File: config.mk
export PLATFORM = sky130hd
export DESIGN_NAME = twc_regbank
export DESIGN_NICKNAME = d
export VERILOG_FILES = /design/src/rtl/twc_pkg.sv /design/src/rtl/twc_decode.sv /design/src/rtl/twc_w1c_reg.sv /design/src/rtl/twc_bus_fsm.sv /design/src/rtl/twc_regbank.sv
export SDC_FILE = /design/constraint.sdc
export NUM_CORES = 1
export LEC_CHECK = 0
export BUFFER_PORTS_ARGS = -buffer_cell sky130_fd_sc_hd__buf_4
export CORE_AREA = 2 2 156 158
export CTS_CLUSTER_SIZE = 28
export DETAILED_ROUTE_END_ITERATION = 6
export DIE_AREA = 0 0 158 160
export GPL_ROUTABILITY_DRIVEN = 0
export PLACE_DENSITY = 0.69
export SLEW_MARGIN = 20
export SYNTH_ARGS = -nofsm -noshare
export SYNTH_HDL_FRONTEND = slang
export SYNTH_SLANG_ARGS = --single-unit
File: constraint.sdc
create_clock -name clk -period 3.98 [get_ports clk]
set_input_delay 0.199 -clock clk [delete_from_list [all_inputs] [get_ports clk]]
set_output_delay 0.199 -clock clk [all_outputs]
set_load 0.05 [all_outputs]
File: src/rtl/twc_pkg.sv
package twc_pkg;
    localparam int DW       = 16;
    localparam int AW       = 8;
    localparam int NCTL     = 12;
    localparam int NDATA    = 4;
    localparam int NREG     = NCTL + NDATA;
    localparam int STRIDE   = 4;
    localparam int DBASE    = 128;
    localparam int IXW      = $clog2(NREG);

    typedef enum logic [1:0] {
        SZ_BYTE = 2'd0,
        SZ_HALF = 2'd1,
        SZ_WORD = 2'd2,
        SZ_RSVD = 2'd3
    } size_e;

    typedef enum logic [1:0] {
        ERR_NONE     = 2'd0,
        ERR_WIDTH    = 2'd1,
        ERR_UNMAPPED = 2'd2
    } err_e;

    typedef enum logic {
        ST_IDLE = 1'b0,
        ST_RESP = 1'b1
    } bus_state_e;

    localparam int IX_CLKDIV    = 0;
    localparam int IX_CTRL      = 1;
    localparam int IX_SLV_CTL   = 2;
    localparam int IX_SLV_STAT  = 3;
    localparam int IX_SLV_ADDR  = 4;
    localparam int IX_MST_CTL   = 5;
    localparam int IX_MST_STAT  = 6;
    localparam int IX_MST_ADDR  = 7;
    localparam int IX_INT_STAT  = 8;
    localparam int IX_INT_MASK  = 9;
    localparam int IX_FIFO_CTL  = 10;
    localparam int IX_FIFO_STAT = 11;
    localparam int IX_TX8       = 12;
    localparam int IX_TX16      = 13;
    localparam int IX_RX8       = 14;
    localparam int IX_RX16      = 15;

    localparam int MST_ERR_LSB  = 2;
    localparam int MST_ERR_W    = 5;
    localparam int MST_LIVE_W   = 2;
endpackage

File: src/rtl/twc_decode.sv
module twc_decode
    import twc_pkg::*;
#(
    parameter int A_W   = AW,
    parameter int N_CTL = NCTL,
    parameter int N_DAT = NDATA,
    parameter int D_OFF = DBASE,
    parameter int STR   = STRIDE,
    parameter int IX_W  = IXW
) (
    input  logic [A_W-1:0]  addr,
    input  logic [1:0]      size,
    output logic [1:0]      err_kind,
    output logic [IX_W-1:0] idx
);
    localparam int N_ALL = N_CTL + N_DAT;

    logic [N_ALL-1:0] match;
    logic             hit;

    generate
        for (genvar g = 0; g < N_ALL; g++) begin : g_match
            localparam int OFF = (g < N_CTL) ? g * STR : D_OFF + (g - N_CTL) * STR;
            assign match[g] = (addr == A_W'(OFF));
        end
    endgenerate

    always_comb begin
        hit = |match;
        idx = '0;
        for (int i = 0; i < N_ALL; i++) begin
            if (match[i]) idx = IX_W'(i);
        end
    end

    always_comb begin
        if (size != 2'(SZ_HALF))  err_kind = 2'(ERR_WIDTH);
        else if (!hit)            err_kind = 2'(ERR_UNMAPPED);
        else                      err_kind = 2'(ERR_NONE);
    end
endmodule

File: src/rtl/twc_w1c_reg.sv
module twc_w1c_reg #(
    parameter int W = 16
) (
    input  logic         clk,
    input  logic         rst,
    input  logic         clr_en,
    input  logic [W-1:0] clr_bits,
    input  logic [W-1:0] set_bits,
    output logic [W-1:0] q
);
    logic [W-1:0] clr_eff;

    always_comb clr_eff = clr_en ? clr_bits : '0;

    always_ff @(posedge clk) begin
        if (rst) q <= '0;
        else     q <= (q & ~clr_eff) | set_bits;
    end
endmodule

File: src/rtl/twc_bus_fsm.sv
module twc_bus_fsm
    import twc_pkg::*;
(
    input  logic clk,
    input  logic rst,
    input  logic req,
    output logic accept,
    output logic ack
);
    bus_state_e st_q, st_d;

    always_ff @(posedge clk) begin
        if (rst) st_q <= ST_IDLE;
        else     st_q <= st_d;
    end

    always_comb begin
        st_d = st_q;
        unique case (st_q)
            ST_IDLE: st_d = req ? ST_RESP : ST_IDLE;
            ST_RESP: st_d = ST_IDLE;
        endcase
    end

    always_comb begin
        accept = 1'b0;
        ack    = 1'b0;
        unique case (st_q)
            ST_IDLE: accept = req;
            ST_RESP: ack    = 1'b1;
        endcase
    end
endmodule

File: src/rtl/twc_regbank.sv
module twc_regbank
    import twc_pkg::*;
(
    input  logic        clk,
    input  logic        rst,
    input  logic        req,
    input  logic        wr,
    input  logic [7:0]  addr,
    input  logic [1:0]  size,
    input  logic [15:0] wdata,
    output logic        ack,
    output logic [15:0] rdata,
    output logic [1:0]  err_kind,
    input  logic [15:0] int_set,
    input  logic [4:0]  mst_err_set,
    input  logic        eng_busy,
    input  logic        eng_dir,
    input  logic [15:0] slv_stat_in,
    input  logic [15:0] fifo_stat_in,
    input  logic        rx_load,
    input  logic [15:0] rx_data,
    output logic [15:0] tx_data,
    output logic        tx_load,
    output logic        irq,
    output logic [15:0] cfg_clkdiv,
    output logic [15:0] cfg_ctrl,
    output logic [15:0] cfg_slv_ctl,
    output logic [15:0] cfg_slv_addr,
    output logic [15:0] cfg_mst_ctl,
    output logic [15:0] cfg_mst_addr,
    output logic [15:0] cfg_fifo_ctl
);
    localparam int NRW = 8;
    localparam int RW_IX [NRW] = '{IX_CLKDIV, IX_CTRL, IX_SLV_CTL, IX_SLV_ADDR,
                                   IX_MST_CTL, IX_MST_ADDR, IX_INT_MASK, IX_FIFO_CTL};
    localparam int P_CLKDIV   = 0;
    localparam int P_CTRL     = 1;
    localparam int P_SLV_CTL  = 2;
    localparam int P_SLV_ADDR = 3;
    localparam int P_MST_CTL  = 4;
    localparam int P_MST_ADDR = 5;
    localparam int P_INT_MASK = 6;
    localparam int P_FIFO_CTL = 7;
    localparam int MST_PAD    = DW - MST_ERR_W - MST_LIVE_W;
    localparam int BYTE_W     = DW / 2;

    logic            accept;
    logic [1:0]      err_d;
    logic [IXW-1:0]  idx;
    logic            wr_go;
    logic [DW-1:0]   rw_q [NRW];
    logic [DW-1:0]   int_stat_q;
    logic [DW-1:0]   int_mask_q;
    logic [MST_ERR_W-1:0]  mst_err_q;
    logic [MST_LIVE_W-1:0] mst_live_q;
    logic [DW-1:0]   mst_stat_q;
    logic [DW-1:0]   slv_stat_q;
    logic [DW-1:0]   fifo_stat_q;
    logic [DW-1:0]   rx_q;
    logic [DW-1:0]   tx_q;
    logic            tx_load_q;
    logic [DW-1:0]   rd_mux;
    logic [DW-1:0]   rdata_q;
    logic [1:0]      err_q;
    logic            int_clr_en;
    logic            mst_clr_en;
    logic            tx8_go;
    logic            tx16_go;

    twc_bus_fsm u_fsm (
        .clk    (clk),
        .rst    (rst),
        .req    (req),
        .accept (accept),
        .ack    (ack)
    );

    twc_decode u_dec (
        .addr     (addr),
        .size     (size),
        .err_kind (err_d),
        .idx      (idx)
    );

    always_comb begin
        wr_go      = accept && wr && (err_d == 2'(ERR_NONE));
        int_clr_en = wr_go && (idx == IXW'(IX_INT_STAT));
        mst_clr_en = wr_go && (idx == IXW'(IX_MST_STAT));
        tx8_go     = wr_go && (idx == IXW'(IX_TX8));
        tx16_go    = wr_go && (idx == IXW'(IX_TX16));
    end

    generate
        for (genvar g = 0; g < NRW; g++) begin : g_rw
            always_ff @(posedge clk) begin
                if (rst)
                    rw_q[g] <= '0;
                else if (wr_go && (idx == IXW'(RW_IX[g])))
                    rw_q[g] <= wdata;
            end
        end
    endgenerate

    twc_w1c_reg #(.W(DW)) u_int_stat (
        .clk      (clk),
        .rst      (rst),
        .clr_en   (int_clr_en),
        .clr_bits (wdata),
        .set_bits (int_set),
        .q        (int_stat_q)
    );

    twc_w1c_reg #(.W(MST_ERR_W)) u_mst_err (
        .clk      (clk),
        .rst      (rst),
        .clr_en   (mst_clr_en),
        .clr_bits (wdata[MST_ERR_LSB +: MST_ERR_W]),
        .set_bits (mst_err_set),
        .q        (mst_err_q)
    );

    always_ff @(posedge clk) begin
        if (rst) begin
            mst_live_q  <= '0;
            slv_stat_q  <= '0;
            fifo_stat_q <= '0;
            rx_q        <= '0;
        end else begin
            mst_live_q  <= {eng_dir, eng_busy};
            slv_stat_q  <= slv_stat_in;
            fifo_stat_q <= fifo_stat_in;
            if (rx_load) rx_q <= rx_data;
        end
    end

    always_ff @(posedge clk) begin
        if (rst) begin
            tx_q      <= '0;
            tx_load_q <= 1'b0;
        end else begin
            tx_load_q <= tx8_go || tx16_go;
            if (tx8_go)       tx_q <= {{BYTE_W{1'b0}}, wdata[BYTE_W-1:0]};
            else if (tx16_go) tx_q <= wdata;
        end
    end

    always_comb begin
        mst_stat_q = {{MST_PAD{1'b0}}, mst_err_q, mst_live_q};
        int_mask_q = rw_q[P_INT_MASK];
    end

    always_comb begin
        rd_mux = '0;
        case (idx)
            IXW'(IX_CLKDIV):    rd_mux = rw_q[P_CLKDIV];
            IXW'(IX_CTRL):      rd_mux = rw_q[P_CTRL];
            IXW'(IX_SLV_CTL):   rd_mux = rw_q[P_SLV_CTL];
            IXW'(IX_SLV_STAT):  rd_mux = slv_stat_q;
            IXW'(IX_SLV_ADDR):  rd_mux = rw_q[P_SLV_ADDR];
            IXW'(IX_MST_CTL):   rd_mux = rw_q[P_MST_CTL];
            IXW'(IX_MST_STAT):  rd_mux = mst_stat_q;
            IXW'(IX_MST_ADDR):  rd_mux = rw_q[P_MST_ADDR];
            IXW'(IX_INT_STAT):  rd_mux = int_stat_q;
            IXW'(IX_INT_MASK):  rd_mux = int_mask_q;
            IXW'(IX_FIFO_CTL):  rd_mux = rw_q[P_FIFO_CTL];
            IXW'(IX_FIFO_STAT): rd_mux = fifo_stat_q;
            IXW'(IX_RX8):       rd_mux = rx_q;
            IXW'(IX_RX16):      rd_mux = rx_q;
            default:            rd_mux = '0;
        endcase
    end

    always_ff @(posedge clk) begin
        if (rst) begin
            rdata_q <= '0;
            err_q   <= '0;
        end else if (accept) begin
            err_q   <= err_d;
            rdata_q <= (!wr && (err_d == 2'(ERR_NONE))) ? rd_mux : '0;
        end else begin
            rdata_q <= '0;
            err_q   <= '0;
        end
    end

    always_comb begin
        rdata        = rdata_q;
        err_kind     = err_q;
        tx_data      = tx_q;
        tx_load      = tx_load_q;
        irq          = |(int_stat_q & int_mask_q);
        cfg_clkdiv   = rw_q[P_CLKDIV];
        cfg_ctrl     = rw_q[P_CTRL];
        cfg_slv_ctl  = rw_q[P_SLV_CTL];
        cfg_slv_addr = rw_q[P_SLV_ADDR];
        cfg_mst_ctl  = rw_q[P_MST_CTL];
        cfg_mst_addr = rw_q[P_MST_ADDR];
        cfg_fifo_ctl = rw_q[P_FIFO_CTL];
    end
endmodule

==> results.json, run 1 <==
{
  "cts_max_level": 1,
  "drc": 1,
  "crit_fanout": 26,
  "grt_usage_pct": 31.2,
  "violations": "DRC",
  "crit_slowest_cell": "nor3b_2",
  "fin_util_pct": 59.6,
  "via_per_inst": 5.92,
  "cts_root_buffer": "clkbuf_16",
  "pre_cts_ws_ns": 1.07,
  "first_pass_iters": 7,
  "path_cells": "dlygate4sd3_1 > buf_4 > nor4bb_1 > and4b_1 > nand2b_2 > nor3b_2 > and2_1",
  "ant_nets": 0,
  "core_area_um2": 23800,
  "status": "finished with violations",
  "max_freq_mhz": 345,
  "finalHoldViolCount": 0,
  "arrival_ns": 3.28,
  "die_y_um": 160,
  "r2r-start": "u_fsm.st_q",
  "wl_per_cell_um": 25.7,
  "hpwl_um": 28700,
  "worstMarginPinSlew_ns": 1.14,
  "cpPeakStageDelay_ns": 0.79,
  "synth-async-reset-ratio_pct": 0,
  "pin_count": 251,
  "grt_max_degree": 64,
  "start_kind": "input port",
  "cellLeakagePower_nw": 5.75,
  "cts_resized": 0,
  "drv_slew": 0,
  "yosys-top-cells-count": "edfxtp_1 (128), dfxtp_1 (107), and2_1 (88), nor2_1 (57), clkbuf_1 (46)",
  "routed_wl_um": 40500,
  "drt_iter0_markers": 1236,
  "netlist-cell-type-count": 72,
  "vias": 9340,
  "cts_tree": "yes",
  "syn_to_final_growth_pct": 35.8,
  "synth-edff-count": 128,
  "yosysMostFrequentCell": "edfxtp_1",
  "grt_antenna_before_repair": 0,
  "port_buffers": 250,
  "hold_class": "input port to flop",
  "cts_buffers": 25,
  "tns_ns": 0,
  "die_x_um": 158,
  "synth_top_cell_by_area": "edfxtp_1",
  "crit_required_ns": 4.36,
  "cp_top_family": "simple AND/OR/NAND/NOR gates",
  "setup_viol": 0,
  "globalRouteMet3Util_pct": 8.90,
  "clkTransAtPathRegs_ns": 0.06,
  "period_share_pct": 72.9,
  "crit_path_end_kind": "flop",
  "finalWorstSetupSlack_ns": 1.08,
  "clk_latency_ns": 0.53,
  "skew_ns": 0.0192,
  "slew_headroom_pct": 22.8,
  "fin_cells": 1577,
  "nets": 1337,
  "grt_pass1_wl_um": 57700,
  "rsz0062_at_grt": "false",
  "ys_ff_latch": 235,
  "met2_usage_pct": 47.7,
  "synth_seq_area_share_pct": 57.2,
  "yosysWarnings": 0,
  "critPathKind": "input port to flop",
  "peakVddDrop_mv": 0.250,
  "die-area_um2": 25300,
  "start_util_pct": 43.9,
  "synth.avg_cell_area_um2": 11.1,
  "maxCapViolations": 0,
  "holdBufCountCts": 77,
  "num_rows": 57,
  "antenna_cells": 0,
  "worst-path-buf-inv": 2,
  "syn_nets": 1043,
  "whs_ns": 0.0162,
  "cts_setup_buffers": 0,
  "fin_crit_ns": 2.90,
  "overflow": 0,
  "synthCells": 941,
  "min_from": "wdata[6]",
  "synth_area_leaders": "edfxtp_1 (37%), dfxtp_1 (20%), and2_1 (5.3%), nor2b_1 (2.5%), mux2i_1 (2.3%)",
  "cts_max_path_buffers": 3,
  "cts.sinks": 235,
  "first_global_vias": 9014,
  "layout-drive-gt1-share_pct": 28.7,
  "dp.cells": 1455,
  "grt.busiest_layer": "met2",
  "synth_flop_cell": "edfxtp_1",
  "critPathLaunch": "size[1]",
  "netlist_area_um2": 10500,
  "grtUsageMet1_pct": 42.1,
  "power_density_nw_per_um2": 417,
  "synth_top_area_share_pct": 36.8
}
==> worst register-to-register path: cells and delay by family, from the launching register on <==
kind / cells / cell delay (ns)
flops: 1 / 0.32
simple gates: 5 / 2.43
==> metal layers <==
metal / share of wire (%) / vias to the layer above / routed length [um]
met2: 45 / 686 / 18100
met1: 38 / 4480 / 15400
li1: - / 4063 / -
met5: 0 / - / 0
met4: 4.7 / 0 / 1910
met3: 13 / 111 / 5200
==> per-stage QoR <==
step                total power (W)  area, um^2
floorplan                   0.00307       10500
global placement            0.00334       12500
detailed placement          0.00335       12500
CTS                         0.00590       14200
global route                0.00603       14200
finish                      0.00592       14200
==> area by class of cell <==
type	count	area [um^2]
well taps	324	405
flip-flops and latches	235	5990
multi-input cells	588	3980
repair buffers	345	2780
clock inverters	12	165
inverters	40	150
clock buffers	33	738
fillers	1991	9620
==> layout by cell type, fill, tap and decap left out, types with 6 or more instances in the layout <==
cell	count
dfxtp_1	107
a211oi_1	7
nand2_1	18
and2_1	88
o22ai_1	8
nand3_1	22
nor3_1	21
a21oi_1	44
nor2_1	57
a221oi_1	17
a31oi_1	6
a22oi_1	31
mux2_2	18
dlygate4sd3_1	77
a32oi_1	6
nand3b_1	8
nor4_1	34
nor2b_1	41
o21ai_0	30
and3_1	9
inv_1	40
a21o_1	9
mux2i_1	24
a22o_1	8
edfxtp_1	128
buf_4	268
clkbuf_16	27
==> final timing paths <==
path	to	slack [ns]	cells past startpoint
setup / recovery	rw_q[0][28]	1.08	7
hold / removal	u_mst_err.q[4]	0.02	2
setup reg to reg	rw_q[0][28]	1.09	5
hold reg to reg	u_fsm.st_q	0.49	1
==> where the power goes <==
group / internal [W] / switching [W] / total, W
clock network: 0.00156 / 0.000981 / 0.00254
logic: 0.000248 / 0.000413 / 0.000660
registers: 0.00264 / 0.0000750 / 0.00271
==> logic make-up (layout without fill, tap and decap cells) <==
logic type	count (synthesis)	after routing	share of synthesized area, %
buffers and inverters	118	430	5.01
adders and majority gates	1	1	0.108
AOI/OAI and AO/OA	202	202	13.6
DFF	235	235	57.2
muxes	42	42	4.24
and+or+nand+nor	343	343	19.8
==> state kept, by name, summed over array words and instances (netlist names) <==
signal        cells
u_mst_err.q       5
rdata            16
mst_live_q        2
u_int_stat.q     16
tx_load           1
slv_stat_q       16
fifo_stat_q      16
tx_data          16
rw_q            128
u_fsm.st_q        1
rx_q             16
err_kind          2
(Power assumes the default switching activity.)
==> run 2, diff against run 1 <==
- PLACE_DENSITY: 0.69 -> 0.72
- clock period: 3.98 -> 2.35 ns (I/O delays scaled with it)
==> results.json, run 2 (synthesis results as in run 1) <==
{
  "setup_viol": 0,
  "slew_headroom_pct": 34.6,
  "grt_antenna_before_repair": 0,
  "arrival_ns": 2.64,
  "critPathKind": "flop to flop",
  "fin_cells": 1645,
  "critPathLaunch": "u_fsm.st_q",
  "syn_to_final_growth_pct": 42.0,
  "cts_buffers": 26,
  "via_per_inst": 5.87,
  "fin_util_pct": 62.4,
  "whs_ns": -0.00216,
  "drc": 0,
  "violations": "hold timing",
  "start_util_pct": 43.9,
  "fin_crit_ns": 2.25,
  "antenna_cells": 0,
  "place_area_um2": 12900,
  "fill_cells": 1886,
  "cts.sinks": 235,
  "die_y_um": 160,
  "die-area_um2": 25300,
  "cts_max_path_buffers": 3,
  "crit_fanout": 16,
  "cts_root_buffer": "clkbuf_16",
  "clk_latency_ns": 0.53,
  "path_cells": "nor4bb_4 > and4b_1 > nand2b_2 > buf_4 > nor4_4 > buf_4 > and2_1",
  "maxCapViolations": 0,
  "clkTransAtPathRegs_ns": 0.06,
  "min_from": "wdata[9]",
  "num_rows": 57,
  "cellLeakagePower_nw": 6.10,
  "status": "finished with violations",
  "port_buffers": 250,
  "overflow": 0,
  "grt_usage_pct": 31.8,
  "grt_pass1_wl_um": 59000,
  "final_cell_mix": "buf_4 (302), edfxtp_1 (128), dfxtp_1 (107)",
  "pin_count": 251,
  "layout-drive-gt1-share_pct": 30.5,
  "crit_path_end_kind": "flop",
  "crit_top_cell": "buf_4",
  "finalHoldViolCount": 1,
  "grt_max_degree": 54,
  "final_common_cell": "buf_4",
  "cts_max_level": 1,
  "fin_area_um2": 14900,
  "rsz0062_at_grt": "false",
  "nets": 1403,
  "r2r-start": "u_fsm.st_q",
  "top_register": "rw_q",
  "die_x_um": 158,
  "drv_slew": 0,
  "vias": 9659,
  "core_area_um2": 23800,
  "min_to": "tx_data[9]",
  "first_pass_iters": 5,
  "crit_required_ns": 2.74,
  "routed_wl_um": 41200,
  "worst-path-buf-inv": 2,
  "power_density_nw_per_um2": 675,
  "hold_class": "input port to flop",
  "r2r-end": "rw_q[1][60]",
  "drt_iter0_markers": 1473,
  "first_global_vias": 9435,
  "peakVddDrop_mv": 0.432,
  "ff2ff_path_depth": 7,
  "max_freq_mhz": 445,
  "wl_per_cell_um": 25.0,
  "tns_ns": 0,
  "cpPeakStageDelay_ns": 0.36,
  "crit_slowest_cell": "dfxtp_1",
  "largest_register_ff_count": 128,
  "hpwl_um": 29100,
  "skew_ns": 0.0103,
  "start_kind": "flop",
  "cts_tree": "yes",
  "r2r_slack_ns": 0.10,
  "dp.cells": 1496,
  "ant_nets": 0,
  "cp_top_family": "simple AND/OR/NAND/NOR gates",
  "period_share_pct": 95.6,
  "worstMarginPinSlew_ns": 0.979,
  "min_path_cells": 3
}
-- run 2: cell count changes in the layout (fill, tap and decap cells not counted), sizes merged --
cell,before,now
inv,40,41
buf,268,309
bufinv,4,2
clkbuf,33,36
dlygate4sd3,77,101
clkinv,7,8
-- run 2: final cells by class --
cell class | instances | area [um^2] | share of cell area [%]
timing repair buffer | 410 | 3420 | 23.0
multi-input combinational | 588 | 3990 | 26.9
inverter | 40 | 150 | 1.01
clock buffer | 36 | 783 | 5.27
tap | 324 | 405 | 2.73
sequential | 235 | 5990 | 40.3
clock inverter | 12 | 119 | 0.800
-- run 2: metrics by stage --
step | setup WS (ns) | power (W)
2_1_floorplan | 0.117 | 0.00519
3_3_place_gp | -0.0220 | 0.00570
3_5_place_dp | -0.0831 | 0.00571
4_1_cts | 0.00342 | 0.0100
5_1_grt | 0.00126 | 0.0103
6_report | 0.103 | 0.0100
-- run 2: layer usage --
metal | vias up | track usage [%] | part of all wire [%]
li1 | 4184 | - | -
met1 | 4560 | 44.3 | 38
met2 | 780 | 47.0 | 43
met3 | 135 | 5.92 | 12
met4 | 0 | 17.2 | 6.5
met5 | - | 0 | 0
-- run 2: worst register-to-register path: cells and delay by family, from the launching register on --
kind          cells  cell delay (ns)
simple gates      5             1.23
buf+inv           2             0.51
flops             1             0.36
-- run 2: repair_timing --
action / 4_1_cts / 5_1_grt
setup endpoints to repair: 0 / 79
hold buffers: 101 / 0
setup buffers: 0 / 0
gates resized for setup: 0 / 4
hold endpoints to repair: 136 / 0
-- run 2: worst max-delay path by stage --
stage	depth (start not counted)	endpoint	slack, ns
finish	7	rw_q[1][60]	0.10
global route	7	rw_q[1][52]	0.001
CTS	5	rw_q[0][29]	0.003
detailed placement	6	rdata[8]	-0.08
global placement	6	rdata[8]	-0.02
floorplan	6	rw_q[1][0]	0.12
-- run 2: where the power goes --
group / internal (W) / switching [W] / leakage [nW]
Sequential: 0.00447 / 0.000125 / 2.22
Combinational: 0.000483 / 0.000720 / 3.44
Clock: 0.00255 / 0.00167 / 0.447
==> run 3, diff against run 2 <==
- PLACE_DENSITY: 0.72 -> 0.71
==> results.json, run 3 (synthesis results as in run 1) <==
{
  "nets": 1403,
  "via_per_inst": 5.86,
  "crit_slowest_cell": "o21ba_2",
  "period_share_pct": 93.2,
  "cp_top_family": "simple AND/OR/NAND/NOR gates",
  "critPathLaunch": "u_fsm.st_q",
  "finalPower_w": 0.00968,
  "grt_antenna_before_repair": 0,
  "overflow": 0,
  "die-area_um2": 25300,
  "port_buffers": 250,
  "vias": 9632,
  "crit_path_end_kind": "flop",
  "cts_max_path_buffers": 3,
  "num_rows": 57,
  "peakVddDrop_mv": 0.501,
  "finalHoldViolCount": 0,
  "hpwl_um": 29100,
  "ant_nets": 0,
  "power_density_nw_per_um2": 655,
  "worst-path-buf-inv": 1,
  "fin_cells": 1645,
  "r2r-start": "u_fsm.st_q",
  "cpPeakStageDelay_ns": 0.44,
  "drc": 0,
  "drt_iter0_markers": 1386,
  "skew_ns": 0.0103,
  "regArea_um2": 5990,
  "routed_wl_um": 40900,
  "cts_root_buffer": "clkbuf_16",
  "cts.sinks": 235,
  "critPathKind": "flop to flop",
  "slew_headroom_pct": 39.1,
  "clk_latency_ns": 0.55,
  "die_y_um": 160,
  "die_x_um": 158,
  "dp.cells": 1494,
  "core_area_um2": 23800,
  "pre_cts_ws_ns": -0.00523,
  "wl_per_cell_um": 24.9,
  "min_path_cells": 3,
  "multiInputGateArea_um2": 3980,
  "drv_slew": 0,
  "first_global_vias": 9294,
  "top_register": "rw_q",
  "ff2ff_path_depth": 6,
  "final_common_cell": "buf_4",
  "cts_setup_buffers": 0,
  "fill_cells": 1917,
  "cts_tree": "yes",
  "place_area_um2": 12900,
  "grt_pass1_wl_um": 58700,
  "fin_crit_ns": 2.19,
  "clkTransAtPathRegs_ns": 0.06,
  "cts_buffers": 26,
  "tns_ns": 0,
  "status": "finished clean",
  "start_kind": "flop",
  "fin_area_um2": 14800,
  "crit_fanout": 52,
  "worstMarginPinSlew_ns": 0.912,
  "largest_register_ff_count": 128,
  "grt_usage_pct": 31.6,
  "layout-drive-gt1-share_pct": 29.6,
  "crit_required_ns": 2.76,
  "arrival_ns": 2.60,
  "grt_max_degree": 53,
  "finalWorstSetupSlack_ns": 0.159,
  "first_pass_iters": 7,
  "pin_count": 251,
  "cp_num_cells": 6,
  "max_freq_mhz": 456,
  "path_cells": "nor4bb_2 > and4b_1 > nand2b_2 > buf_12 > o21ba_2 > and2_1",
  "min_from": "rx_load",
  "final_cell_mix": "buf_4 (297), edfxtp_1 (128), dfxtp_1 (107)",
  "rsz0062_at_grt": "false",
  "setup_viol": 0,
  "hold_class": "input port to flop",
  "start_util_pct": 43.9,
  "syn_to_final_growth_pct": 41.4,
  "cellLeakagePower_nw": 6.05,
  "antenna_cells": 0,
  "cts_max_level": 1,
  "maxCapViolations": 0
}
## run 3: per-layer routing
metal	vias up	routed length (um)	track usage (%)
met5	-	0	0
met4	0	2550	17.7
met3	126	5160	7.41
met2	751	17700	46.1
met1	4560	15500	43.1
li1	4195	-	-
## run 3: tightest hold or removal path, delay by kind of cell
kind / cells / cell delay [ns]
AND/OR/NAND/NOR: 1 / 0.07
multiplexers: 1 / 0.15
buffers and inverters: 1 / 0.21
## run 3: metrics by stage
stage | hold WS (ns) | util [%]
after floorplan | 0.226 | -
after global placement | 0.335 | 54.3
after detailed placement | 0.334 | 54.3
after CTS | 0.0429 | 62.0
after global routing | 0.0533 | 62.1
final | 0.0417 | 62.1
## run 3: layout make-up
| class | instances | area share, % |
|---|---|---|
| flip-flops and latches | 235 | 40.5 |
| multi-input cells | 588 | 26.9 |
| repair buffers | 410 | 23.4 |
| clock buffers | 37 | 4.96 |
| well taps | 324 | 2.74 |
| inverters | 40 | 1.02 |
| clock inverters | 11 | 0.499 |
## run 3: power by group
part / switching (W) / total [W] / leakage, nW / internal [W]
Combinational: 0.000717 / 0.00121 / 3.45 / 0.000490
Clock: 0.00170 / 0.00388 / 0.388 / 0.00218
Sequential: 0.000125 / 0.00460 / 2.22 / 0.00447
## run 3: repair_timing
| action | 4_1_cts | 5_1_grt |
|---|---|---|
| endpoints found under the hold margin | 153 | 0 |
| hold buffers | 103 | 0 |
| endpoints found under the setup margin | 10 | 1 |
| resized for setup | 1 | 1 |
## run 3: final timing paths
path                                         end  slack, ns
worst min register to register  u_int_stat.q[15]       0.50
worst min-delay path                    rx_q[15]       0.04
worst max register to register        rw_q[0][4]       0.16
worst max-delay path                  rw_q[0][4]       0.16
